$ cat src/rtl/alu8_pkg.sv
// Package alu8_pkg
// Shared operation codes for the byte ALU. Codes 19..31 are unused and
// yield a zero result with no flag writes.
package alu8_pkg;
    localparam int OP_W = 5;

    typedef enum logic [OP_W-1:0] {
        OP_ADD  = 5'd0,
        OP_ADC  = 5'd1,
        OP_SUB  = 5'd2,
        OP_SBC  = 5'd3,
        OP_DAA  = 5'd4,
        OP_AND  = 5'd5,
        OP_OR   = 5'd6,
        OP_XOR  = 5'd7,
        OP_CPL  = 5'd8,
        OP_RL   = 5'd9,
        OP_RR   = 5'd10,
        OP_RLC  = 5'd11,
        OP_RRC  = 5'd12,
        OP_INC  = 5'd13,
        OP_DEC  = 5'd14,
        OP_SZ   = 5'd15,
        OP_SNZ  = 5'd16,
        OP_SIZ  = 5'd17,
        OP_SDZ  = 5'd18
    } alu_op_e;
endpackage

$ cat src/rtl/alu8_adder.sv
// Module alu8_adder
// Ripple adder split at the nibble boundary and below the sign bit. It
// exposes the carry out of the low nibble, the carry into the top bit and
// the carry out of the top bit. Subtraction is done by the caller feeding
// the inverted operand and carry-in. Assumes W > NIB + 1.
module alu8_adder #(
    parameter int W   = 8,
    parameter int NIB = 4
) (
    input  logic [W-1:0] x_i,
    input  logic [W-1:0] y_i,
    input  logic         cin_i,
    output logic [W-1:0] sum_o,
    output logic         nib_c_o,
    output logic         top_cin_o,
    output logic         cout_o
);
    localparam int MID = W - 1 - NIB;

    logic [NIB:0] lo;
    logic [MID:0] mid;
    logic [1:0]   hi;

    // Three-segment sum so that the intermediate carries are visible.
    always_comb begin
        lo  = {1'b0, x_i[NIB-1:0]} + {1'b0, y_i[NIB-1:0]} + {{NIB{1'b0}}, cin_i};
        mid = {1'b0, x_i[W-2:NIB]} + {1'b0, y_i[W-2:NIB]} + {{MID{1'b0}}, lo[NIB]};
        hi  = {1'b0, x_i[W-1]} + {1'b0, y_i[W-1]} + {1'b0, mid[MID]};
    end

    assign sum_o     = {hi[0], mid[MID-1:0], lo[NIB-1:0]};
    assign nib_c_o   = lo[NIB];
    assign top_cin_o = mid[MID];
    assign cout_o    = hi[1];
endmodule

$ cat src/rtl/alu8_bitops.sv
// Module alu8_bitops
// Bitwise operations and the four rotations. Also gives the bit that a
// rotation shifts out. Any code it does not handle yields zero.
module alu8_bitops
    import alu8_pkg::*;
#(
    parameter int W = 8
) (
    input  logic [W-1:0] a_i,
    input  logic [W-1:0] b_i,
    input  logic         c_i,
    input  alu_op_e      op_i,
    output logic [W-1:0] res_o,
    output logic         out_bit_o
);
    // Select the bitwise or rotate result and the shifted-out bit.
    always_comb begin
        res_o     = '0;
        out_bit_o = 1'b0;
        unique case (op_i)
            OP_AND:  res_o = a_i & b_i;
            OP_OR:   res_o = a_i | b_i;
            OP_XOR:  res_o = a_i ^ b_i;
            OP_CPL:  res_o = ~a_i;
            OP_RL:   res_o = {a_i[W-2:0], a_i[W-1]};
            OP_RR:   res_o = {a_i[0], a_i[W-1:1]};
            OP_RLC: begin
                res_o     = {a_i[W-2:0], c_i};
                out_bit_o = a_i[W-1];
            end
            OP_RRC: begin
                res_o     = {c_i, a_i[W-1:1]};
                out_bit_o = a_i[0];
            end
            default: res_o = '0;
        endcase
    end
endmodule

$ cat src/rtl/alu8_decadj.sv
// Module alu8_decadj
// Works out the correction term for packed-decimal adjustment from the
// operand and the incoming carry flags. Assumes W >= 2*NIB. Bits above
// the second nibble stay zero.
module alu8_decadj #(
    parameter int W   = 8,
    parameter int NIB = 4
) (
    input  logic [W-1:0] a_i,
    input  logic         c_i,
    input  logic         ac_i,
    output logic [W-1:0] adj_o,
    output logic         hi_fix_o
);
    localparam logic [NIB-1:0] SIX  = NIB'(6);
    localparam logic [NIB-1:0] NINE = NIB'(9);

    logic lo_big;
    logic lo_fix;

    // Decide which nibbles need the +6 correction.
    always_comb begin
        lo_big   = a_i[NIB-1:0] > NINE;
        lo_fix   = lo_big | ac_i;
        hi_fix_o = c_i | (a_i[2*NIB-1:NIB] > NINE)
                 | ((a_i[2*NIB-1:NIB] == NINE) & lo_big);
        adj_o                  = '0;
        adj_o[NIB-1:0]         = lo_fix   ? SIX : '0;
        adj_o[2*NIB-1:NIB]     = hi_fix_o ? SIX : '0;
    end
endmodule

$ cat src/rtl/alu8_status.sv
// Module alu8_status
// Combinational byte ALU top. It picks the adder operands for each code,
// merges the adder and bit-operation results, and forms the flag values,
// flag write enables and skip decision. Flags that are not written show
// the incoming value (C, AC) or zero (Z, OV). No clock or state.
module alu8_status
    import alu8_pkg::*;
#(
    parameter int W   = 8,
    parameter int NIB = 4
) (
    input  logic [W-1:0]    a_i,
    input  logic [W-1:0]    b_i,
    input  logic            c_i,
    input  logic            ac_i,
    input  logic [OP_W-1:0] op_i,
    output logic [W-1:0]    res_o,
    output logic            c_o,
    output logic            ac_o,
    output logic            z_o,
    output logic            ov_o,
    output logic            c_we_o,
    output logic            ac_we_o,
    output logic            z_we_o,
    output logic            ov_we_o,
    output logic            skip_o
);
    alu_op_e     op;
    logic [W-1:0] add_y, add_sum, bit_res, adj;
    logic         add_ci, nib_c, top_cin, cout, out_bit, hi_fix;
    logic [W-1:0] res;
    logic         c_nx, ac_nx, ov_nx, res_zero, a_zero;

    assign op = alu_op_e'(op_i);

    // Pick the second adder operand and carry-in for each code.
    always_comb begin
        add_y  = '0;
        add_ci = 1'b0;
        unique case (op)
            OP_ADD:          add_y = b_i;
            OP_ADC: begin    add_y = b_i;  add_ci = c_i;  end
            OP_SUB: begin    add_y = ~b_i; add_ci = 1'b1; end
            OP_SBC: begin    add_y = ~b_i; add_ci = c_i;  end
            OP_DAA:          add_y = adj;
            OP_INC, OP_SIZ:  add_ci = 1'b1;
            OP_DEC, OP_SDZ:  add_y = '1;
            default:         add_y = '0;
        endcase
    end

    alu8_adder #(.W(W), .NIB(NIB)) u_add (
        .x_i       (a_i),
        .y_i       (add_y),
        .cin_i     (add_ci),
        .sum_o     (add_sum),
        .nib_c_o   (nib_c),
        .top_cin_o (top_cin),
        .cout_o    (cout)
    );

    alu8_bitops #(.W(W)) u_bit (
        .a_i       (a_i),
        .b_i       (b_i),
        .c_i       (c_i),
        .op_i      (op),
        .res_o     (bit_res),
        .out_bit_o (out_bit)
    );

    alu8_decadj #(.W(W), .NIB(NIB)) u_dadj (
        .a_i      (a_i),
        .c_i      (c_i),
        .ac_i     (ac_i),
        .adj_o    (adj),
        .hi_fix_o (hi_fix)
    );

    assign a_zero   = (a_i == '0);
    assign res_zero = (res == '0);

    // Merge results and decide which flags each code writes.
    always_comb begin
        res     = '0;
        c_nx    = c_i;
        ac_nx   = ac_i;
        ov_nx   = 1'b0;
        c_we_o  = 1'b0;
        ac_we_o = 1'b0;
        z_we_o  = 1'b0;
        ov_we_o = 1'b0;
        skip_o  = 1'b0;
        unique case (op)
            OP_ADD, OP_ADC, OP_SUB, OP_SBC: begin
                res     = add_sum;
                c_nx    = cout;
                ac_nx   = nib_c;
                ov_nx   = top_cin ^ cout;
                c_we_o  = 1'b1;
                ac_we_o = 1'b1;
                z_we_o  = 1'b1;
                ov_we_o = 1'b1;
            end
            OP_DAA: begin
                res    = add_sum;
                c_nx   = c_i | hi_fix;
                c_we_o = 1'b1;
            end
            OP_AND, OP_OR, OP_XOR, OP_CPL: begin
                res    = bit_res;
                z_we_o = 1'b1;
            end
            OP_RL, OP_RR: res = bit_res;
            OP_RLC, OP_RRC: begin
                res    = bit_res;
                c_nx   = out_bit;
                c_we_o = 1'b1;
            end
            OP_INC, OP_DEC: begin
                res    = add_sum;
                z_we_o = 1'b1;
            end
            OP_SZ: begin
                res    = a_i;
                skip_o = a_zero;
            end
            OP_SNZ: begin
                res    = a_i;
                skip_o = !a_zero;
            end
            OP_SIZ, OP_SDZ: begin
                res    = add_sum;
                skip_o = res_zero;
            end
            default: res = '0;
        endcase
    end

    // Drive outputs; unwritten Z and OV read as zero.
    assign res_o = res;
    assign c_o   = c_nx;
    assign ac_o  = ac_nx;
    assign ov_o  = ov_we_o & ov_nx;
    assign z_o   = z_we_o & res_zero;
endmodule

$ cat config.mk
export PLATFORM = sky130hd
export DESIGN_NAME = alu8_status
export DESIGN_NICKNAME = d
export VERILOG_FILES = /design/src/rtl/alu8_pkg.sv /design/src/rtl/alu8_adder.sv /design/src/rtl/alu8_bitops.sv /design/src/rtl/alu8_decadj.sv /design/src/rtl/alu8_status.sv
export SDC_FILE = /design/constraint.sdc
export NUM_CORES = 1
export LEC_CHECK = 0
export ABC_AREA = 1
export BUFFER_PORTS_ARGS = -buffer_cell sky130_fd_sc_hd__buf_2
export CAP_MARGIN = 20
export CORE_MARGIN = 4
export CORE_UTILIZATION = 45
export DETAILED_ROUTE_END_ITERATION = 8
export GPL_ROUTABILITY_DRIVEN = 0
export PLACE_DENSITY = 0.67
export SETUP_SLACK_MARGIN = 0.02
export SKIP_LAST_GASP = 1
export SYNTH_ARGS = -nofsm -noshare
export SYNTH_HDL_FRONTEND = slang
export SYNTH_SLANG_ARGS = --single-unit
$ cat constraint.sdc
create_clock -name vclk -period 5.6
set_input_delay 0.28 -clock vclk [all_inputs]
set_output_delay 0.28 -clock vclk [all_outputs]
set_load 0.05 [all_outputs]
# Yosys cells after proc, flatten, opt, wreduce, memory -nomap -nowiden
# Cells that the tools add are included.
# op_classes
bitwise	13
n_eq_ne	19
reduce_logical	17
addsub	6
n_mux	14
order_cmp	2
# op_table
cell	n
$pmux 8 s8	1
$eq 5x4->1 const B	8
$pmux 8 s4	1
$pmux 8 s3	1
$eq 5x3->1 const B	4
$logic_not 8->1	2
$not 8->8	2
$eq 5x5->1 const B	3
$reduce_or 2->1	7
$eq 5x2->1 const B	2
$reduce_or 10->1	1
$reduce_or 9->1	1
$and 8x8->8	1
$gt 4x4->1 const B	2
$or 8x8->8	1
$reduce_or 8->1	1
$xor 8x8->8	1
$reduce_or 7->1	1
$mux 3	2
$pmux 1 s3	2
$add 4x4->5	1
$add 5x1->5	1
$eq 5x1->1 const B	1
$logic_not 5->1	1
other kinds (13)	23
# word_totals
out_inout_bits	17
elab_cells	71
regBits	0
input_bits	23

# Logic depth before layout (Yosys ltp)
# logic_depth
depth_word	12
mapped_depth	23
depth_no_buf	23

# Cells and area by module
# A second synthesis with hierarchy kept.
# unflattened
cells_unflattened	377
area_unflattened_um2	2067.0
# modules_own_cells
module	seq_area_each_um2	area_each_um2	n_inst	cells_each
alu8_bitops	0.0	952.2	1	175
alu8_status	0.0	708.2	1	142
alu8_adder	0.0	284.0	1	36
alu8_decadj	0.0	122.6	1	24

# Worst setup path before layout
# Ideal clock, no wire load.
# synth_timing
path_kind	input-to-output
from	in op_i[0]
to	out c_o
required_ns	5.320
slack_ns	1.501
stages	17
n_path_buf	1
arrival_time_ns	3.819
path_cell_list	buf_6 -> nor2_2 -> nand3_2 -> nand2_1 -> a21oi_1 -> fa_1 -> fa_1 -> nand3b_1 -> nand2_1 -> fa_1 -> inv_1 -> nor2_1 -> a211oi_1 -> fa_1 -> o22ai_1 -> a21oi_1 -> a31oi_1
# synth_via
elab_chain_cells	8
word_cells_on_any_way	28
classes_between	add/sub: 6; eq/ne: 10; mux: 4; reduce/logical: 8
# synth_rtl
element	line_no	rtl
start, declared	alu8_status.sv:16	input logic [OP_W-1:0] op_i,
$eq 5x5->1 (tied with other cells)	alu8_status.sv:40	unique case (op)
$reduce_or 2->1 (on tied branches)	n/a	
$pmux 8 s4	alu8_status.sv:40	
$add 4x4->5	alu8_adder.sv:26	lo = {1'b0, x_i[NIB-1:0]} + {1'b0, y_i[NIB-1:0]} + {{NIB{1'b0}}, cin_i};
$add 5x1->5	alu8_adder.sv:26	
$add 4x1->4	alu8_adder.sv:27	mid = {1'b0, x_i[W-2:NIB]} + {1'b0, y_i[W-2:NIB]} + {{MID{1'b0}}, lo[NIB]};
$add 2x1->2	alu8_adder.sv:28	hi = {1'b0, x_i[W-1]} + {1'b0, y_i[W-1]} + {1'b0, mid[MID]};
$pmux 1 s3 *	alu8_status.sv:93	unique case (op)
end, declared	alu8_status.sv:18	output logic c_o,
# Mark *: on every way between the ends. The rest lies on a longest branch, timed or not.

# Worst setup path after layout
# layout_timing
from	in op_i[1]
to	out z_o
# layout_via
elab_chain_cells	10
word_cells_on_any_way	41
classes_between	add/sub: 6; eq/ne: 18; mux: 5; bitwise: 1; reduce/logical: 11
# layout_rtl
element	line_no	rtl
$eq 5x5->1 (tied with other cells)	alu8_status.sv:40, alu8_status.sv:93	
$reduce_or 2->1 (on tied branches)	n/a	
$pmux 8 s4	alu8_status.sv:40	
$add 4x4->5	alu8_adder.sv:26	
$add 5x1->5	alu8_adder.sv:26	
$add 4x1->4	alu8_adder.sv:27	
$add 2x1->2	alu8_adder.sv:28	
$pmux 8 s3	alu8_status.sv:93	
$logic_not 8->1	alu8_status.sv:80	assign res_zero = (res == '0);
$and 1x1->1 *	alu8_status.sv:144	assign z_o = z_we_o & res_zero;
end, declared	alu8_status.sv:20	output logic z_o,
# Marks and branches as above.

==> results.txt <==
----------------------------------------------------
[Logic synthesis]
  Warning count from the yosys run ... 0
  Syn Area/Cell ... between 5 and 6 um2
  Most area-consuming cells after synthesis ... nand2_1 17%, ha_1 16%, inv_1 11%, nor2_1 9.4%, a21oi_1 6.6%
  Number of nets produced by synthesis ... roughly 350
  Seq/Total Area, Yosys ... 0
  Summed instance area of the synthesized netlist ... roughly 0.0017 mm2
  Distinct cell type count after synthesis ... 30
  Post-synthesis instance total ... roughly 300
  Largest area contributor in the netlist ... nand2_1
  Share of the synthesized area in the top cell type ... 0.172

[Critical path]
  Classification of the worst setup path ... primary input to primary output
  Largest driver fanout on the critical path ... 5
  Worst Setup Start Kind ... primary input
  Arrival time worst endpoint ... ~4100 ps
  Crit-path max cell delay ... roughly 520 ps
  Ordered cell list for the critical path ... buf_2 -> inv_2 -> nor2_2 -> nand3_2 -> nand2_1 -> a21oi_1 -> fa_1 -> fa_1 -> nand3b_1 -> nand2_1 -> fa_1 -> inv_1 -> nor2_1 -> a211oi_1 -> fa_1 -> a21oi_1 -> nor2_1 -> nand2_1 -> nor2_2 -> nand2_1 -> nor2_2 -> buf_2
  Worst EP required ... about 5300 ps
  Start point of the critical path ... op_i[1]
  Slowest library cell on the worst path ... fa_1
  Element type at the critical path end ... primary output
  Crit path to ... z_o

[Min path]
  Worst hold path cell count ... 4
  Min-delay worst type ... primary input to primary output

[Global route]
  Overall global routing resource usage ... 0.207
  Wire length of the first global-routing pass ... ~8.4 mm
  Number of antenna violations at the first check in global routing ... 0
  Pin count of the biggest net entering global routing ... 12
  Vias in the first global route ... 1729
  Overall overflow remaining after global route ... 0

[Timing]
  Final WS setup ... around 1200 ps
  Highest clock frequency the design can meet ... between 0.2 and 0.25 GHz
  Slew at the pin with the worst max-slew slack ... between 800 and 900 ps
  Count of final max-slew check failures ... 0
  Minimum hold slack ... 1020 ps
  Setup TNS after final layout ... 0 ps
  Setup repair after global routing missed its margin ... no
  Slew HR ... 0.451
  Final Cycle Share ... 0.788
  Final setup violation count ... 0
  Fin crit period ... 4410 ps
  Final Hold Fails ... 0

[Job]
  Reported max-cap violation count ... 0

[Layout]
  Layout cell share with drive strength beyond 1 ... 0.206
  Antenna diodes ... 0
  Number of clock buffers in the layout ... 0
  Final non-filler cell area ... ~0.0019 mm2
  Nets ... 390
  Sequential cell count of the final layout ... 0
  Area taken by flip-flops and latches ... 0 um2
  Post-layout util ... 0.549
  Fill count ... about 400
  Final Instance Count excl. Fillers ... slightly below 400
  Area growth syn-to-layout ... 13.6%

[Die]
  Die outline area ... 0.00477 mm2
  Horizontal die dimension ... between 60 and 70 um
  Effective utilization at floorplan ... 0.483
  Boundary pin count ... 40
  Die outline height ... 69.0 um
  Number of placement rows ... 21
  Placeable Area ... roughly 0.0035 mm2

[Detailed routing]
  Wire length after detailed routing ... approximately 5.2 mm
  Total via count after detailed routing ... approximately 2.0k
  Average wire length per cell after detail routing ... around 13 um
  First drt pass iteration count ... 5
  DRC violation count after routing ... 0
  Via density per instance ... 5.13
  Iteration-0 DRC Markers ... 170
  ANT nets after route ... 0

[Status]
  Outcome ... complete, no violations

[Placement]
  Post-DP HPWL ... approximately 4.3 mm
  Area after DPL ... ~0.0019 mm2
  Cell Count Post-Placement ... around 390
  Count of input and output buffers ... 40
  Pre-CTS setup slack ... approximately 1200 ps

[Power and ir drop]
  Static leakage ... 1.15 nW
  Peak ir drop on the vdd network ... roughly 0.069 mV
  Power per cell area ... about 100 mW/mm2
  Overall power ... around 0.19 mW

[CTS]
  Total of cells resized after clock tree synthesis ... 0
  Number of hold buffers added after CTS ... 0
  Number of setup buffers added after CTS ... 0

----------------------------------------------------
## cell type report
class | count | area (um2) | share of cell area
Inverter | 53 | 199 | 0.104
Timing Repair Buffer | 40 | 200 | 0.105
Multi-Input combinational cell | 246 | 1450 | 0.760
Tap cell | 46 | 57.6 | 0.0302
## synthesized netlist by cell type
library cell and number:
a211oi_1 1, a21oi_1 22, a21oi_2 1, a31oi_1 2
buf_4 1, buf_6 2, fa_1 5, ha_1 21
inv_1 50, inv_2 3, nand2_1 77, nand2_2 4
nand2_4 2, nand3_1 20, nand3_2 3, nand3_4 2
nand3b_1 1, nand4_1 1, nor2_1 42, nor2_2 10
nor2_4 3, nor3_1 4, o2111ai_1 1, o21ai_0 16
o21ai_1 1, o21ai_2 1, o22ai_1 1, o22ai_2 1
xnor2_1 2, xor2_1 2
## layout by cell type, fill, tap and decap left out, drive strengths merged
| cell | count |
|---|---|
| a211oi | 1 |
| a21oi | 23 |
| a31oi | 2 |
| buf | 40 |
| fa | 5 |
| ha | 21 |
| inv | 53 |
| nand2 | 83 |
| nand3 | 25 |
| nand3b | 1 |
| nand4 | 1 |
| nor2 | 55 |
| nor3 | 4 |
| o2111ai | 1 |
| o21ai | 18 |
| o22ai | 2 |
| xnor2 | 2 |
| xor2 | 2 |
## how the worst min path moves through the flow
stage          slack (ps)  startpoint   end
6_report             1020        ac_i  ac_o
5_1_grt              1070         c_i   c_o
4_1_cts              1010        ac_i  ac_o
3_5_place_dp         1010        ac_i  ac_o
3_3_place_gp         1020        ac_i  ac_o
2_1_floorplan         840        ac_i  ac_o
## per-layer routing
layer,GRT usage,part of all wire
met1,0.305,0.45
met2,0.341,0.46
met3,0.00727,0.080
met4,0.0260,0.0052
met5,0,0
## critical path, delay by kind of cell
family	cells	cell delay, ps
adder cells (fa/ha/maj)	4	1540
buffers and inverters	4	540
AO/OA/AOI/OAI	3	240
AND/OR/NAND/NOR	11	1550
## kinds of logic after synthesis
logic type / count (synthesis) / synth area share
compound gates: 47 / 0.155
simple gates: 169 / 0.471
fa+ha+maj: 26 / 0.216
xor+xnor: 4 / 0.0209
buf+inv: 56 / 0.137
## report_power, final
part           internal (mW)  switching [mW]  total [mW]
Sequential                 0               0           0
Clock                      0               0           0
Combinational         0.0520           0.136       0.188
No activity file was read; power rests on OpenSTA's default activity.
